**src/rtl/prtx_pkg.sv**
```systemverilog
`timescale 1ns/1ps
package prtx_pkg;

  typedef enum logic [2:0] {
    ST_OFF    = 3'd0,
    ST_HEAD   = 3'd1,
    ST_DATA   = 3'd2,
    ST_FCS_LO = 3'd3,
    ST_FCS_HI = 3'd4,
    ST_TAIL   = 3'd5
  } tx_state_e;

  localparam logic [15:0] FCS_POLY = 16'h8408;
  localparam logic [15:0] FCS_INIT = 16'hFFFF;

  // one byte through the reflected CRC-16, LSB first
  function automatic logic [15:0] fcs_step(input logic [15:0] crc, input logic [7:0] b);
    logic [15:0] c;
    c = crc ^ {8'h00, b};
    for (int i = 0; i < 8; i++) begin
      c = c[0] ? ((c >> 1) ^ FCS_POLY) : (c >> 1);
    end
    return c;
  endfunction

endpackage

```
**src/rtl/prtx_timing.sv**
```systemverilog
`timescale 1ns/1ps
module prtx_timing #(
  parameter int RATE_W    = 17,
  parameter int MS_W      = 10,
  parameter int HOLD_W    = 8,
  parameter int CNT_W     = 27,
  parameter int HOLD_MODE = 2
) (
  input  logic [RATE_W-1:0] rate_i,
  input  logic [MS_W-1:0]   txdelay_ms_i,
  input  logic [MS_W-1:0]   txtail_ms_i,
  input  logic [HOLD_W-1:0] hold_s_i,
  input  logic [1:0]        duplex_mode_i,
  output logic [CNT_W-1:0]  head_cnt_o,
  output logic [CNT_W-1:0]  tail_cnt_o
);
  localparam int PW = RATE_W + MS_W;
  localparam int HW = RATE_W + HOLD_W;
  // bytes per ms at 1 bit/s is 1/8000
  localparam logic [PW-1:0] MS_PER_BYTE = PW'(8000);

  logic [PW-1:0]    pre_prod, pre_q, tail_prod, tail_q;
  logic [HW-1:0]    hold_prod, hold_q;
  logic [CNT_W-1:0] tail_sum;
  logic             hold_on;

  assign pre_prod  = {{MS_W{1'b0}}, rate_i} * {{RATE_W{1'b0}}, txdelay_ms_i};
  assign tail_prod = {{MS_W{1'b0}}, rate_i} * {{RATE_W{1'b0}}, txtail_ms_i};
  assign hold_prod = {{HOLD_W{1'b0}}, rate_i} * {{RATE_W{1'b0}}, hold_s_i};

  assign pre_q  = pre_prod / MS_PER_BYTE;
  assign tail_q = tail_prod / MS_PER_BYTE;
  assign hold_q = hold_prod >> 3;

  assign hold_on  = (duplex_mode_i == 2'(HOLD_MODE));
  assign tail_sum = CNT_W'(tail_q) + (hold_on ? CNT_W'(hold_q) : '0);

  always_comb begin
    if (txdelay_ms_i == '0 || pre_q == '0) head_cnt_o = CNT_W'(1);
    else                                   head_cnt_o = CNT_W'(pre_q);
  end

  assign tail_cnt_o = (tail_sum == '0) ? CNT_W'(1) : tail_sum;

endmodule

```
**src/rtl/prtx_fcs.sv**
```systemverilog
`timescale 1ns/1ps
module prtx_fcs
  import prtx_pkg::*;
(
  input  logic        clk_i,
  input  logic        rst_ni,
  input  logic        init_i,
  input  logic        en_i,
  input  logic [7:0]  byte_i,
  output logic [15:0] fcs_o
);
  always_ff @(posedge clk_i or negedge rst_ni) begin
    if (!rst_ni)     fcs_o <= FCS_INIT;
    else if (init_i) fcs_o <= FCS_INIT;
    else if (en_i)   fcs_o <= fcs_step(fcs_o, byte_i);
  end
endmodule

```
**src/rtl/prtx_ctrl.sv**
```systemverilog
`timescale 1ns/1ps
module prtx_ctrl
  import prtx_pkg::*;
#(
  parameter int CNT_W   = 27,
  parameter int LEN_W   = 11,
  parameter int MIN_PAY = 2,
  parameter int MAX_PAY = 1023
) (
  input  logic             clk_i,
  input  logic             rst_ni,
  input  logic             start_i,
  input  logic             byte_rdy_i,
  input  logic             q_valid_i,
  input  logic [LEN_W-1:0] q_len_i,
  input  logic [7:0]       q_cmd_i,
  input  logic [CNT_W-1:0] head_cnt_i,
  input  logic [CNT_W-1:0] tail_cnt_i,
  output tx_state_e        state_o,
  output logic             q_pop_o,
  output logic             q_skip_o,
  output logic             fcs_init_o,
  output logic             send_data_o,
  output logic             send_lo_o,
  output logic             send_hi_o,
  output logic             ptt_o
);
  localparam logic [LEN_W-1:0] LEN_MIN = LEN_W'(MIN_PAY + 1);
  localparam logic [LEN_W-1:0] LEN_MAX = LEN_W'(MAX_PAY + 1);

  tx_state_e        st;
  logic [CNT_W-1:0] cnt;
  logic [LEN_W-1:0] left;
  logic             cnt_last, hdr_ok, head_take, restart;

  assign cnt_last  = (cnt <= CNT_W'(1));
  assign hdr_ok    = (q_cmd_i == 8'h00) && (q_len_i >= LEN_MIN) && (q_len_i <= LEN_MAX);
  assign head_take = byte_rdy_i && (st == ST_HEAD) && cnt_last && q_valid_i;
  assign restart   = start_i && ((st == ST_OFF) || (st == ST_TAIL));

  assign send_data_o = byte_rdy_i && (st == ST_DATA);
  assign send_lo_o   = byte_rdy_i && (st == ST_FCS_LO);
  assign send_hi_o   = byte_rdy_i && (st == ST_FCS_HI);
  assign fcs_init_o  = head_take && hdr_ok;
  assign q_pop_o     = (head_take && hdr_ok) || send_data_o;
  assign q_skip_o    = head_take && !hdr_ok;
  assign state_o     = st;

  always_ff @(posedge clk_i or negedge rst_ni) begin
    if (!rst_ni) begin
      st    <= ST_OFF;
      cnt   <= '0;
      left  <= '0;
      ptt_o <= 1'b0;
    end else if (restart) begin
      st    <= ST_HEAD;
      cnt   <= (st == ST_TAIL) ? CNT_W'(1) : head_cnt_i;
      ptt_o <= 1'b1;
    end else if (byte_rdy_i) begin
      unique case (st)
        ST_HEAD: begin
          if (!cnt_last) begin
            cnt <= cnt - CNT_W'(1);
          end else if (!q_valid_i) begin
            st    <= ST_OFF;
            ptt_o <= 1'b0;
          end else if (hdr_ok) begin
            st   <= ST_DATA;
            left <= q_len_i - LEN_W'(1);
          end
          // rejected frame: stay in HEAD with count 1
        end
        ST_DATA: begin
          left <= left - LEN_W'(1);
          if (left == LEN_W'(1)) st <= ST_FCS_LO;
        end
        ST_FCS_LO: st <= ST_FCS_HI;
        ST_FCS_HI: begin
          if (q_valid_i) begin
            st  <= ST_HEAD;
            cnt <= CNT_W'(1);
          end else begin
            st  <= ST_TAIL;
            cnt <= tail_cnt_i;
          end
        end
        ST_TAIL: begin
          if (cnt_last) begin
            st    <= ST_OFF;
            ptt_o <= 1'b0;
          end else begin
            cnt <= cnt - CNT_W'(1);
          end
        end
        default: ;
      endcase
    end
  end


  cnt_live_chk: assert property (@(posedge clk_i) disable iff (!rst_ni)
    (st == ST_HEAD || st == ST_TAIL) |-> (cnt != '0));


  pop_skip_excl_chk: assert property (@(posedge clk_i) disable iff (!rst_ni)
    !(q_pop_o && q_skip_o));


  data_left_chk: assert property (@(posedge clk_i) disable iff (!rst_ni)
    (st == ST_DATA) |-> (left != '0));

endmodule

```
**src/rtl/prtx_seq.sv**
```systemverilog
`timescale 1ns/1ps
module prtx_seq
  import prtx_pkg::*;
#(
  parameter int RATE_W    = 17,
  parameter int MS_W      = 10,
  parameter int HOLD_W    = 8,
  parameter int LEN_W     = 11,
  parameter int FRM_W     = 16,
  parameter int MIN_PAY   = 2,
  parameter int MAX_PAY   = 1023,
  parameter int HOLD_MODE = 2
) (
  input  logic              clk_i,
  input  logic              rst_ni,
  input  logic              start_i,
  input  logic              byte_rdy_i,
  input  logic [RATE_W-1:0] rate_i,
  input  logic [MS_W-1:0]   txdelay_ms_i,
  input  logic [MS_W-1:0]   txtail_ms_i,
  input  logic [HOLD_W-1:0] hold_s_i,
  input  logic [1:0]        duplex_mode_i,
  input  logic              q_valid_i,
  input  logic [LEN_W-1:0]  q_len_i,
  input  logic [7:0]        q_data_i,
  output logic              q_pop_o,
  output logic              q_skip_o,
  output logic [7:0]        byte_o,
  output logic              byte_vld_o,
  output logic              ptt_o,
  output logic              busy_o,
  output logic [FRM_W-1:0]  frames_o
);
  localparam int CNT_W = RATE_W + ((MS_W > HOLD_W) ? MS_W : HOLD_W);

  logic [CNT_W-1:0] head_cnt, tail_cnt;
  logic [15:0]      fcs;
  logic             fcs_init, send_data, send_lo, send_hi;
  tx_state_e        state;

  prtx_timing #(
    .RATE_W(RATE_W), .MS_W(MS_W), .HOLD_W(HOLD_W), .CNT_W(CNT_W), .HOLD_MODE(HOLD_MODE)
  ) timing_i (
    .rate_i(rate_i), .txdelay_ms_i(txdelay_ms_i), .txtail_ms_i(txtail_ms_i),
    .hold_s_i(hold_s_i), .duplex_mode_i(duplex_mode_i),
    .head_cnt_o(head_cnt), .tail_cnt_o(tail_cnt)
  );

  prtx_ctrl #(
    .CNT_W(CNT_W), .LEN_W(LEN_W), .MIN_PAY(MIN_PAY), .MAX_PAY(MAX_PAY)
  ) ctrl_i (
    .clk_i(clk_i), .rst_ni(rst_ni), .start_i(start_i), .byte_rdy_i(byte_rdy_i),
    .q_valid_i(q_valid_i), .q_len_i(q_len_i), .q_cmd_i(q_data_i),
    .head_cnt_i(head_cnt), .tail_cnt_i(tail_cnt),
    .state_o(state), .q_pop_o(q_pop_o), .q_skip_o(q_skip_o), .fcs_init_o(fcs_init),
    .send_data_o(send_data), .send_lo_o(send_lo), .send_hi_o(send_hi), .ptt_o(ptt_o)
  );

  prtx_fcs fcs_i (
    .clk_i(clk_i), .rst_ni(rst_ni), .init_i(fcs_init), .en_i(send_data),
    .byte_i(q_data_i), .fcs_o(fcs)
  );

  always_ff @(posedge clk_i or negedge rst_ni) begin
    if (!rst_ni) begin
      byte_o     <= 8'h00;
      byte_vld_o <= 1'b0;
      frames_o   <= '0;
    end else begin
      byte_vld_o <= send_data | send_lo | send_hi;
      if (send_data)    byte_o <= q_data_i;
      else if (send_lo) byte_o <= ~fcs[7:0];
      else if (send_hi) byte_o <= ~fcs[15:8];
      if (send_hi) frames_o <= frames_o + FRM_W'(1);
    end
  end

  assign busy_o = (state != ST_OFF);


  vld_after_strobe_chk: assert property (@(posedge clk_i) disable iff (!rst_ni)
    byte_vld_o |-> $past(byte_rdy_i));


  ptt_rise_chk: assert property (@(posedge clk_i) disable iff (!rst_ni)
    $rose(ptt_o) |-> $past(start_i));


  busy_ptt_chk: assert property (@(posedge clk_i) disable iff (!rst_ni)
    busy_o == ptt_o);


  frame_step_chk: assert property (@(posedge clk_i) disable iff (!rst_ni)
    (frames_o != $past(frames_o)) |-> (frames_o == $past(frames_o) + FRM_W'(1)));

endmodule

```
**config.mk**
```make
export PLATFORM = sky130hd
export DESIGN_NAME = prtx_seq
export DESIGN_NICKNAME = d
export VERILOG_FILES = /design/src/rtl/prtx_pkg.sv /design/src/rtl/prtx_timing.sv /design/src/rtl/prtx_fcs.sv /design/src/rtl/prtx_ctrl.sv /design/src/rtl/prtx_seq.sv
export SDC_FILE = /design/constraint.sdc
export NUM_CORES = 2
export LEC_CHECK = 0
export BUFFER_PORTS_ARGS = -buffer_cell sky130_fd_sc_hd__buf_2
export CAP_MARGIN = 25
export CELL_PAD_IN_SITES_DETAIL_PLACEMENT = 1
export CELL_PAD_IN_SITES_GLOBAL_PLACEMENT = 1
export CORE_UTILIZATION = 29
export CTS_CLUSTER_DIAMETER = 120
export DETAILED_ROUTE_END_ITERATION = 10
export GPL_ROUTABILITY_DRIVEN = 0
export PLACE_DENSITY = 0.55
export SYNTH_ARGS = -nofsm -noshare
export SYNTH_HDL_FRONTEND = slang
export SYNTH_SLANG_ARGS = --single-unit
```
**constraint.sdc**
```tcl
create_clock -name clk_i -period 6 [get_ports clk_i]
set_clock_uncertainty 0.2 [all_clocks]
set_input_delay 0.9 -clock clk_i [delete_from_list [all_inputs] [get_ports clk_i]]
set_output_delay 0.9 -clock clk_i [all_outputs]
set_load 0.05 [all_outputs]
```
==> summary.md <==
| Metric | Value |
|---|---|
| Status | finished, violations left |
| Failing checks | negative setup slack |
| Synthesized area | around 29000 um^2 |
| Post-synth top flop | dfrtp_1 |
| Initial antenna violation count | 14 |
| Top Family by Delay on Critical Path | compound AO/OA/AOI/OAI gates |
| Post-synth ARST share | 100% |
| Max cap viols | 0 |
| Post-Syn Area per Cell | about 8 um^2 |
| Hold slack | about 0.23 ns |
| Slew @ Worst Pin | 0.874 ns |
| CP required | around 6.1 ns |
| Die height | ~320 um |
| Clock Latency Late Sink | roughly 0.36 ns |
| Initial Util | between 20% and 30% |
| Layout Cells excl Fill | about 6000 |
| # placed instances | around 5900 |
| EDFF count, synth | 0 |
| Worst Path Max Fanout | 7 |
| Max-slew violations | 0 |
| DR vias | around 30000 |
| DR DRC count | 0 |
| Commonest non-fill, non-tap cell in the layout | buf_4 |
| Final hold viol count | 0 |
| Share of cells above drive strength 1 | between 30% and 40% |
| Detail Route Antenna Nets | 0 |
| CP Launch Point | rate_i[7] |
| Crit end category | flop |
| Mapped Nets | 4274 |
| CP max stage delay | 0.61 ns |
| Ports | 100 |
| Core area | 99000 um^2 |
| RR Startpoint | ctrl_i.cnt[2]$_DFFE_PN0P_ |
| Final Cycle Share | 307% |
| Min-delay worst type | in -> async |
| Crit path top cell by count | buf_4 |
| Seq cells post-synth | a little over 80 |
| First-pass GRT wire length | about 180 mm |
| Largest net degree at the start of global routing | 65 |
| Synth cell types | roughly 130 |
| CTS tree | done |
| Nets | about 5300 |
| Synth-to-Final Area Change | 42.3% |
| CTS Buffer Depth | 2 |
| Worst R2R Path Depth | 15 |
| Synth warn | 0 |
| H-tree levels | 3 |
| Row count | roughly 120 |
| Worst r2r dst | ctrl_i.left[3]$_DFFE_PN0P_ |
| Worst Setup Start Kind | input pin |
| Setup violators final | 23 |
| Clk slew on worst S/H paths | about 0.07 ns |
| Bufs and invs on worst path | 19 |
| Slowest cell on crit path | fa_1 |
| Clk Tree Root Cell | clkbuf_16 |
| DP HPWL | approximately 90 mm |
| Aggregate global-route resource usage | 21.0% |
| Grt total ovfl | 0 |
| PnR worst setup slack | -12.41 ns |
| Port-buffer cells | roughly 100 |
| DR vias/cell | 5.11 |
| Iteration-0 DRC Markers | between 1000 and 1500 |
| Crit path time final | between 15 and 20 ns |
| FMAX | between 0.05 and 0.06 GHz |
| Most frequent cells in the layout | 1043 x buf_4, 488 x nand2_1, 349 x inv_1 |
| Critical path class | in -> reg |
| Critical path arrival | 18.48 ns |
| Vias in the first global route | 33000 |
| CTS Buf Count | 9 |
| Die area | slightly above 100000 um^2 |
| Clock tree sinks | a little over 80 |
| Die Wd | about 320 um |
| Fillers | about 12000 |
| Post-DR wirelength/cell | 18.1 um |
| DR pass1 iterations | 5 |
| Unrepaired setup endpoints after global routing | true |
| Mapped Cells | roughly 3700 |
| CTS hold repair buffers | 0 |
| Worst slew margin | 41.8% |
| Part of the Yosys area used for sequential elements | around 7.2% |
| Setup slack, reg-to-reg | 1.25 ns |
| Final WL | between 100 and 150 mm |
## Yosys cell counts (all sizes together) (12+ instances only)
cell type,instances,area (um^2)
clkbuf,137,514
xor2,58,516
buf,44,243
and2,234,1460
inv,362,1360
or3,28,180
a21o,56,420
nand2,496,1870
fa,327,6550
a211o,16,140
nand4,31,200
o22ai,30,206
nor4,25,199
o31ai,24,210
nor2,208,793
o2111ai,14,135
nand2b,26,163
o211a,17,170
nand3,93,488
o21bai,35,267
mux2,17,199
or2,25,156
nor2b,15,93.8
xnor2,162,1430
a21oi,191,1010
o31a,12,105
dfrtp,67,1680
mux2i,25,254
o21a,25,188
ha,189,2360
o211ai,63,512
a221oi,19,173
dfstp,16,420
nor3,82,438
or4,15,113
and3,33,206
a31o,15,131
a211oi,41,383
o21ai,169,891
o32ai,12,154
a31oi,52,408
## per-stage QoR
step | util [%] | instance area, um^2 | setup WS (ns) | TNS (ns)
CTS | 40.3 | 39900 | -12.25 | -245.23
global placement | 39.0 | 38600 | -13.10 | -262.34
finish | 41.9 | 41400 | -12.41 | -248.89
floorplan | - | 29800 | -12.00 | -239.58
detailed placement | 39.0 | 38600 | -13.58 | -271.02
global route | 41.9 | 41400 | -13.24 | -265.12
## worst max-delay path by stage
stage | slack (ns) | cells after the start | endpoint
after floorplan | -12.00 | 82 | ctrl_i.cnt[0]$_DFFE_PN0P_
after global placement | -13.10 | 82 | ctrl_i.cnt[0]$_DFFE_PN0P_
after detailed placement | -13.58 | 83 | ctrl_i.cnt[0]$_DFFE_PN0P_
after CTS | -12.25 | 87 | ctrl_i.cnt[0]$_DFFE_PN0P_
after global routing | -13.24 | 93 | ctrl_i.cnt[0]$_DFFE_PN0P_
final | -12.41 | 88 | ctrl_i.cnt[0]$_DFFE_PN0P_
## area by class of cell
class | count | area, um^2 | share of cell area (%)
repair buffers | 1181 | 8940 | 21.6
inverters | 364 | 1370 | 3.30
flip-flops and latches | 83 | 2100 | 5.06
clock inverters | 6 | 105 | 0.254
diodes | 2 | 5.00 | 0.0121
clock buffers | 10 | 229 | 0.552
multi-input cells | 3059 | 27100 | 65.4
well taps | 1287 | 1610 | 3.89
## layer usage
metal / global-route usage [%] / share of wire (%)
met5: 0 / 0.020
met4: 4.38 / 1.8
met3: 1.12 / 2.0
met2: 37.2 / 49
met1: 28.0 / 47
## state kept, by name, indices dropped and copies added (netlist names)
signal,cells
byte_o,8
ctrl_i.cnt,27
ctrl_i.ptt_o,1
byte_vld_o,1
fcs_i.fcs_o,16
ctrl_i.state_o,3
ctrl_i.left,11
frames_o,16
## logic make-up after synthesis
| logic type | Yosys count | share of synthesized area (%) |
|---|---|---|
| simple gates | 1339 | 22.7 |
| compound gates | 936 | 23.7 |
| mux | 42 | 1.56 |
| fa+ha+maj | 522 | 30.8 |
| xor+xnor | 220 | 6.67 |
| buf+inv | 545 | 7.29 |
| flops | 83 | 7.20 |
## timing repair
| action | CTS | global route |
|---|---|---|
| pin swaps | 70 | 144 |
| gates resized for setup | 121 | 247 |
| cloned | 0 | 1 |
| buffers inserted | 37 | 50 |
| setup endpoints to repair | 23 | 24 |
Power is left out: the tool's default activity adds up to more than one toggle a clock period on the data nets, which glitch-free logic cannot reach.
